$ cat config.mk
export PLATFORM = sky130hd
export DESIGN_NAME = swdmon_top
export DESIGN_NICKNAME = d
export VERILOG_FILES = /design/src/rtl/swdmon_pkg.sv /design/src/rtl/swdmon_edge.sv /design/src/rtl/swdmon_run.sv /design/src/rtl/swdmon_reqchk.sv /design/src/rtl/swdmon_top.sv
export SDC_FILE = /design/constraint.sdc
export NUM_CORES = 1
export LEC_CHECK = 0
export BUFFER_PORTS_ARGS = -buffer_cell sky130_fd_sc_hd__buf_2
export CORE_ASPECT_RATIO = 1.75
export CORE_UTILIZATION = 58
export DETAILED_ROUTE_END_ITERATION = 7
export HOLD_SLACK_MARGIN = 0.15
export PLACE_DENSITY = 0.79
export SYNTH_ARGS = -nofsm -noshare
export SYNTH_HDL_FRONTEND = slang
export SYNTH_SLANG_ARGS = --single-unit
$ cat constraint.sdc
create_clock -name clk -period 2.7 [get_ports clk]
set_input_delay 0.405 -clock clk [delete_from_list [all_inputs] [get_ports clk]]
set_output_delay 0.405 -clock clk [all_outputs]
set_load 0.01 [all_outputs]
$ cat src/rtl/swdmon_pkg.sv
package swdmon_pkg;

    typedef enum logic [2:0] {
        ST_HUNT,
        ST_LRST,
        ST_SEEK,
        ST_TRN1,
        ST_ACK,
        ST_TRN2,
        ST_DATA
    } mon_state_t;

    typedef struct packed {
        logic       ap;
        logic       rd;
        logic [1:0] addr;
    } mon_req_t;

    localparam int unsigned REQ_BITS = 8;
    localparam int unsigned ACK_BITS = 3;
    localparam logic [ACK_BITS-1:0] ACK_OK = 3'b001;

endpackage

$ cat src/rtl/swdmon_edge.sv
module swdmon_edge (
    input  logic clk,
    input  logic rst_n,
    input  logic swclk_s,
    output logic rise
);
    logic prev_q;

    // Reset high so that a clock already high at reset is not taken as an edge.
    always_ff @(posedge clk) begin
        if (!rst_n) prev_q <= 1'b1;
        else        prev_q <= swclk_s;
    end

    assign rise = swclk_s & ~prev_q;
endmodule

$ cat src/rtl/swdmon_run.sv
module swdmon_run #(
    parameter int unsigned RUN_LEN = 51
) (
    input  logic clk,
    input  logic rst_n,
    input  logic stb,
    input  logic bit_in,
    output logic hit
);
    localparam int unsigned CW = $clog2(RUN_LEN + 1);

    logic [CW-1:0] ones_q;

    // Counts consecutive ones and saturates, so a run reports only once.
    always_ff @(posedge clk) begin
        if (!rst_n) begin
            ones_q <= '0;
        end else if (stb) begin
            if (!bit_in)                        ones_q <= '0;
            else if (ones_q != CW'(RUN_LEN))    ones_q <= ones_q + 1'b1;
        end
    end

    assign hit = stb & bit_in & (ones_q == CW'(RUN_LEN - 1));
endmodule

$ cat src/rtl/swdmon_reqchk.sv
module swdmon_reqchk
    import swdmon_pkg::*;
(
    input  logic [REQ_BITS-1:0] cand,
    output logic                ok,
    output mon_req_t            req
);
    // Wire order: [0] start, [1] port, [2] read, [3] A2, [4] A3,
    // [5] parity, [6] stop, [7] park.
    assign ok = cand[0] & ~cand[6] & cand[7] & (cand[5] == ^cand[4:1]);
    assign req.ap   = cand[1];
    assign req.rd   = cand[2];
    assign req.addr = {cand[4], cand[3]};
endmodule

$ cat src/rtl/swdmon_top.sv
module swdmon_top
    import swdmon_pkg::*;
#(
    parameter int unsigned DATA_W   = 32,
    parameter int unsigned LRST_LEN = 51
) (
    input  logic              clk,
    input  logic              rst_n,
    input  logic              swclk_s,
    input  logic              swdio_s,
    output logic              txn_valid,
    output logic              txn_ap,
    output logic              txn_read,
    output logic [1:0]        txn_addr,
    output logic [2:0]        txn_ack,
    output logic [DATA_W-1:0] txn_data,
    output logic              txn_perr,
    output logic              line_reset
);
    localparam int unsigned CNT_W = $clog2(DATA_W + 1);

    mon_state_t           state_q, state_d;
    logic                 stb, hit, req_ok, seek_hit;
    mon_req_t             req_f, cur_req;
    logic [REQ_BITS-1:0]  win_q, cand;
    logic [ACK_BITS-1:0]  ack_q, ack_full;
    logic [DATA_W-1:0]    sh_q;
    logic [CNT_W-1:0]     cnt_q;

    swdmon_edge u_edge (
        .clk     (clk),
        .rst_n   (rst_n),
        .swclk_s (swclk_s),
        .rise    (stb)
    );

    swdmon_run #(.RUN_LEN(LRST_LEN)) u_run (
        .clk    (clk),
        .rst_n  (rst_n),
        .stb    (stb),
        .bit_in (swdio_s),
        .hit    (hit)
    );

    assign cand     = {swdio_s, win_q[REQ_BITS-1:1]};
    assign ack_full = {swdio_s, ack_q[ACK_BITS-1:1]};

    swdmon_reqchk u_req (
        .cand (cand),
        .ok   (req_ok),
        .req  (req_f)
    );

    assign seek_hit = req_ok & (cnt_q >= CNT_W'(REQ_BITS - 1));

    // State register
    always_ff @(posedge clk) begin
        if (!rst_n) state_q <= ST_HUNT;
        else        state_q <= state_d;
    end

    // Next-state logic, advancing once per sampled bit
    always_comb begin
        state_d = state_q;
        if (stb) begin
            if (hit) begin
                state_d = ST_LRST;
            end else begin
                unique case (state_q)
                    ST_HUNT: state_d = ST_HUNT;
                    ST_LRST: if (!swdio_s) state_d = ST_SEEK;
                    ST_SEEK: if (seek_hit) state_d = ST_TRN1;
                    ST_TRN1: state_d = ST_ACK;
                    ST_ACK: begin
                        if (cnt_q == CNT_W'(ACK_BITS - 1)) begin
                            if (ack_full != ACK_OK) state_d = ST_SEEK;
                            else if (cur_req.rd)    state_d = ST_DATA;
                            else                    state_d = ST_TRN2;
                        end
                    end
                    ST_TRN2: state_d = ST_DATA;
                    ST_DATA: if (cnt_q == CNT_W'(DATA_W)) state_d = ST_SEEK;
                    default: state_d = ST_HUNT;
                endcase
            end
        end
    end

    // Datapath and outputs
    always_ff @(posedge clk) begin
        if (!rst_n) begin
            win_q      <= '0;
            ack_q      <= '0;
            sh_q       <= '0;
            cnt_q      <= '0;
            cur_req    <= '0;
            txn_valid  <= 1'b0;
            txn_ap     <= 1'b0;
            txn_read   <= 1'b0;
            txn_addr   <= '0;
            txn_ack    <= '0;
            txn_data   <= '0;
            txn_perr   <= 1'b0;
            line_reset <= 1'b0;
        end else begin
            txn_valid  <= 1'b0;
            line_reset <= 1'b0;
            if (stb) begin
                line_reset <= hit;
                win_q      <= cand;
                if (state_d != state_q)            cnt_q <= '0;
                else if (cnt_q != CNT_W'(DATA_W))  cnt_q <= cnt_q + 1'b1;
                if (!hit) begin
                    unique case (state_q)
                        ST_SEEK: if (seek_hit) cur_req <= req_f;
                        ST_ACK: begin
                            ack_q <= ack_full;
                            if (cnt_q == CNT_W'(ACK_BITS - 1) && ack_full != ACK_OK) begin
                                txn_valid <= 1'b1;
                                txn_ap    <= cur_req.ap;
                                txn_read  <= cur_req.rd;
                                txn_addr  <= cur_req.addr;
                                txn_ack   <= ack_full;
                                txn_data  <= '0;
                                txn_perr  <= 1'b0;
                            end
                        end
                        ST_DATA: begin
                            if (cnt_q < CNT_W'(DATA_W)) begin
                                sh_q <= {swdio_s, sh_q[DATA_W-1:1]};
                            end else begin
                                txn_valid <= 1'b1;
                                txn_ap    <= cur_req.ap;
                                txn_read  <= cur_req.rd;
                                txn_addr  <= cur_req.addr;
                                txn_ack   <= ack_q;
                                txn_data  <= sh_q;
                                txn_perr  <= swdio_s ^ (^sh_q);
                            end
                        end
                        default: ;
                    endcase
                end
            end
        end
    end
endmodule

# Word-level counts from Yosys, hierarchy flattened
# Cells that the tools add are included.
# word_totals
ff_bits	105
inputBits	4
word_cells	99
# classes
n_addsub	2
n_lt_le_gt_ge	2
n_eq_ne	17
mux	34
bitwise	13
reduce_logical	13
# ops
operator	count
two-way mux 32 bit	2
case mux 32 bit (2 select lines)	1
parity 32 bit	1
two-way mux 3 bit	9
two-way mux 6 bit	4
case mux 3 bit (6 select lines)	1
adder 6 x 1 -> 6 bit (second input constant)	2
equality test 6 bit (second input constant)	2
!= test 6 bit (second input constant)	2
equality test 3 bit (second input constant)	3
two-way mux 1 bit	8
case mux 1 bit (2 select lines)	4
AND reduction 4 bit	2
AND 1 bit	7
equality test 3 x 2 -> 1 bit (second input constant)	2
equality test 6 x 2 -> 1 bit (second input constant)	1
>= comparator 6 x 3 -> 1 bit (second input constant)	1
< comparator 6 bit (second input constant)	1
two-way mux 2 bit	3
case mux 3 bit (2 select lines)	1
AND reduction 2 bit	3
inverter 1 bit	5
AND reduction 5 bit	1
!= test 2 bit (second input constant)	2
12 further kinds	13

# Logic depth before layout (Yosys ltp)
# depth
word_depth	12
ltp_mapped	10
mapped_depth_nobuf	8

# Cells and area by module
# Synthesis repeated with hierarchy kept, for this count alone.
# unflattened
hier_cells	514
area_unflattened_um2	4541.9
# by_module_without_submodules
mod	instances	cells_each	area_per_inst_um2	seq_area_each_um2
swdmon_top	1	460	4025.1	1941.9
swdmon_run	1	42	385.4	120.1
swdmon_reqchk	1	9	91.3	0.0
swdmon_edge	1	3	40.0	20.0

# Worst setup path before layout
# No wires, ideal clock.
# synth_timing
path_type	register to register
from	register u_run.ones_q[0]
to	register sh_q[2]
setup_ns	0.128
arrival_ns	1.806
required_time_ns	2.572
slack_ns	0.767
stages_incl_launch_ff	11
path_cell_list	dfxtp_1 > inv_1 > ha_1 > and3b_1 > nand2_1 > nand2_1 > or3_1 > clkbuf_1 > buf_2 > mux2i_1 > nor2_1
# synth_between
elab_chain_len	4
# synth_rtl
item	line_no	text
start: declaration	swdmon_run.sv:12	logic [CW-1:0] ones_q;
start signal: assignment	swdmon_run.sv:20	else if (ones_q != CW'(RUN_LEN)) ones_q <= ones_q + 1'b1;
equality test 6 bit	swdmon_run.sv:24	assign hit = stb & bit_in & (ones_q == CW'(RUN_LEN - 1));
AND 1 bit	swdmon_run.sv:24	
inverter 1 bit (no source line)	-	
AND reduction 4 bit (no source line)	-	
end signal: assignment	swdmon_top.sv:130	sh_q <= {swdio_s, sh_q[DATA_W-1:1]};
end: declaration	swdmon_top.sv:27	logic [DATA_W-1:0] sh_q;
# No other way between the ends.
# A chain may end at the register's enable or synchronous reset.

# Final worst setup path
# layout_timing
from	register u_run.ones_q[0]
to	register sh_q[13]
# Same word-level chain as after synthesis.

==> reports/qor.yml <==
clocking:
  latest_clock_arrival_within_the_worst_skew_pair_ns: 0.34
  clkSlewWorstSetupHoldPaths_ns: 0.06
  cts_sinks: 104
  tritoncts.num_buffers: 9
  cts_hold_buffers: 0
  post_cts_buffers: 0
  tritoncts: "done"
  clk_path_buf_depth: 2
  postCtsResizedCells: 0
  htreeDepth: 3
  cts.root.buffer_cell: "sky130_fd_sc_hd__clkbuf_16"
status:
  status: "complete, no violations"
global_routing:
  vias_in_the_first_global_route: 3298
  grt_pass1_wl_um: 14600
  grt_max_degree: 57
  gr_ovfl_total: 0
  global_route.usage.total_pct: 23.8
  antenna_found_initial: 0
timing:
  max_freq_mhz: 461
  final_min_period_over_clock_period_pct: 80.4
  fin_setup_tns_ns: 0
  setup_viol: 0
  finalWorstPathRequiredPeriod_ns: 2.17
  hold_slack_ns: 0.270
  worst_pin_slew_ns: 0.627
  maxSlewViolCount: 0
  slew_headroom_pct: 58.0
  setup_repair_after_global_routing_missed_its_margin: "false"
  finalHoldViolations: 0
  worst_clock_skew_ns: 0.00514
logic_synthesis:
  post_synth_instance_area_um2: 4470
  synth.top_cells.by_count: "104 x sky130_fd_sc_hd__dfxtp_1, 65 x sky130_fd_sc_hd__nor2_1, 63 x sky130_fd_sc_hd__nand2_1"
  yosysUniqueCellTypes: 47
  ys_seq_area_share_pct: 46.6
  yosys_most_used_dff: "sky130_fd_sc_hd__dfxtp_1"
  synth_seq_cells: 104
  yosys.cell_count.top_type: "sky130_fd_sc_hd__dfxtp_1"
  synth_top_cells_by_area: "sky130_fd_sc_hd__dfxtp_1 47%, sky130_fd_sc_hd__mux2i_1 8.1%, sky130_fd_sc_hd__nor2_1 5.5%"
  post_synth_edffs: 0
  synth_area_leader_cell: "sky130_fd_sc_hd__dfxtp_1"
  synth.top_cell.area_share_pct: 46.6
  syn_inst: 506
  async_reset_ff_share_pct: 0
  synthesis.area_per_instance_um2: 8.84
  number_of_warnings_issued_by_yosys: 0
  synth_nets: 515
final_layout:
  final.fill_count: 613
  diodes: 0
  layout-drive-gt1-share_pct: 14.5
  postLayoutCoreUtil_pct: 67.2
  postLayoutCellArea_um2: 5050
  nets: 548
  layout_area_growth_over_synthesis_pct: 12.9
floorplanning:
  chipHeight_um: 118
  floorplan.io_pins: 46
  num_rows: 42
  fp.dieArea_um2: 8080
  die_w_um: 68.4
  coreArea_um2: 7510
  floorplan.initialDensity_pct: 59.5
route:
  totalWireLength_um: 9040
  first_iter_violations: 247
  route.vias.total: 3512
  post_drt_via_cell_ratio: 5.57
  detail_route.drc_violations: 0
  drt_pre_antenna_iters: 4
  routedWlPerCell_um: 14.3
  final_antenna_net_count: 0
critical_path:
  worst-path-max-fanout: 32
  crit_required_ns: 2.90
  cp-end-kind: "flop"
  launching_element_type_of_the_critical_path: "flop"
  worst_ep_arrival_time_ns: 2.37
  worst-setup-path-type: "flop to flop"
place:
  hpwl_dp_um: 6320
  globalplace.congestion: 0.873
  io_buffer_count: 45
  placed_cell_area_um2: 4760
pwr:
  power.ir.vdd_worst_mv: 0.313
  power.density_nw_per_um2: 570
  power_leakage_nw: 2.16
min_path:
  worstHoldPathType: "input pin to flop"
job:
  drv_cap: 0
## per-layer routing
layer / up-vias / track usage, % / part of all wire [%]
met4: 0 / 12.2 / 2.6
met5: - / 0 / 0
met1: 1654 / 25.8 / 40
met3: 17 / 5.31 / 3.4
met2: 68 / 40.9 / 54
li1: 1773 / - / -
## worst max-delay path: stages, from the launching register on
cell	delay, ns
sky130_fd_sc_hd__dfxtp_1	0.35
sky130_fd_sc_hd__inv_1	0.08
sky130_fd_sc_hd__ha_1	0.22
sky130_fd_sc_hd__and3b_1	0.20
sky130_fd_sc_hd__nand2_1	0.11
sky130_fd_sc_hd__nand2_1	0.12
sky130_fd_sc_hd__or3_1	0.35
sky130_fd_sc_hd__buf_4	0.31
sky130_fd_sc_hd__mux2i_1	0.22
sky130_fd_sc_hd__nor2_1	0.07
## logic make-up after synthesis
| family | count (synthesis) | synth area share (%) |
|---|---|---|
| mux | 38 | 8.56 |
| fa+ha+maj | 5 | 1.40 |
| flops | 104 | 46.6 |
| xor+xnor | 41 | 8.98 |
| simple gates | 203 | 20.7 |
| buf+inv | 41 | 3.69 |
| compound gates | 74 | 10.1 |
## worst paths after layout
path / startpoint / end / slack (ns) / cells after the start
max: u_run.ones_q[0] / sh_q[13] / 0.53 / 9
min: swclk_s / u_edge.prev_q / 0.27 / 2
max reg2reg: u_run.ones_q[0] / sh_q[13] / 0.53 / 9
min reg2reg: txn_data[11] / txn_data[11] / 0.44 / 2
## power by group
part | switching, W | leakage (nW) | total, W | internal (W)
sequential | 0.00000434 | 0.838 | 0.00154 | 0.00154
clock | 0.000528 | 0.145 | 0.00126 | 0.000734
combinational | 0.0000491 | 1.18 | 0.0000715 | 0.0000225
total | 0.000582 | 2.16 | 0.00288 | 0.00229
## layout make-up
type                       instances  area [µm²]  area share, %
inverter                           8        30.0          0.595
timing repair buffer              55         313           6.20
multi-input combinational        361        2220           44.1
tap                               88         110           2.18
clock inverter                     4        45.0          0.892
sequential                       104        2080           41.2
clock buffer                      11         243           4.81
## state kept, by name, summed over array words and instances, names as in the netlist
name / cells
txn_ap: 1
txn_addr: 2
ack_q: 3
txn_data: 32
u_run.ones_q: 6
win_q: 7
cnt_q: 6
txn_ack: 3
state_q: 3
txn_read: 1
line_reset: 1
cur_req: 4
u_edge.prev_q: 1
txn_perr: 1
txn_valid: 1
sh_q: 32
## layout by cell type, fill, tap and decap left out, types with 2 or more instances in the layout
cell	count
sky130_fd_sc_hd__buf_4	9
sky130_fd_sc_hd__nand2b_1	5
sky130_fd_sc_hd__and2_1	4
sky130_fd_sc_hd__o31ai_1	2
sky130_fd_sc_hd__nor2b_1	6
sky130_fd_sc_hd__and3b_1	4
sky130_fd_sc_hd__nand2_1	63
sky130_fd_sc_hd__a31oi_1	3
sky130_fd_sc_hd__a211oi_1	2
sky130_fd_sc_hd__xnor3_1	2
sky130_fd_sc_hd__a21oi_1	42
sky130_fd_sc_hd__a22oi_1	7
sky130_fd_sc_hd__or2_2	2
sky130_fd_sc_hd__clkbuf_16	9
sky130_fd_sc_hd__nand4_1	4
sky130_fd_sc_hd__o211ai_1	2
sky130_fd_sc_hd__nor2_1	65
sky130_fd_sc_hd__clkinv_2	3
sky130_fd_sc_hd__nand3_1	35
sky130_fd_sc_hd__xnor2_1	27
sky130_fd_sc_hd__dfxtp_1	104
sky130_fd_sc_hd__nand3b_1	3
sky130_fd_sc_hd__a311oi_1	2
sky130_fd_sc_hd__mux2_2	2
sky130_fd_sc_hd__ha_1	5
sky130_fd_sc_hd__inv_1	7
sky130_fd_sc_hd__buf_2	45
sky130_fd_sc_hd__or4b_1	2
sky130_fd_sc_hd__nor3_1	6
sky130_fd_sc_hd__a21oi_2	2
sky130_fd_sc_hd__mux2i_1	36
sky130_fd_sc_hd__xor2_1	10
sky130_fd_sc_hd__o21ai_0	4
## per-stage QoR
step / worst slack, ns / total power [W] / instances
after floorplan: 0.767 / 0.00163 / 506
after global placement: 0.601 / 0.00165 / 616
after detailed placement: 0.530 / 0.00165 / 616
after CTS: 0.573 / 0.00290 / 631
after global routing: 0.385 / 0.00296 / 631
final: 0.529 / 0.00288 / 631
Power figures use the tool's default switching activity.
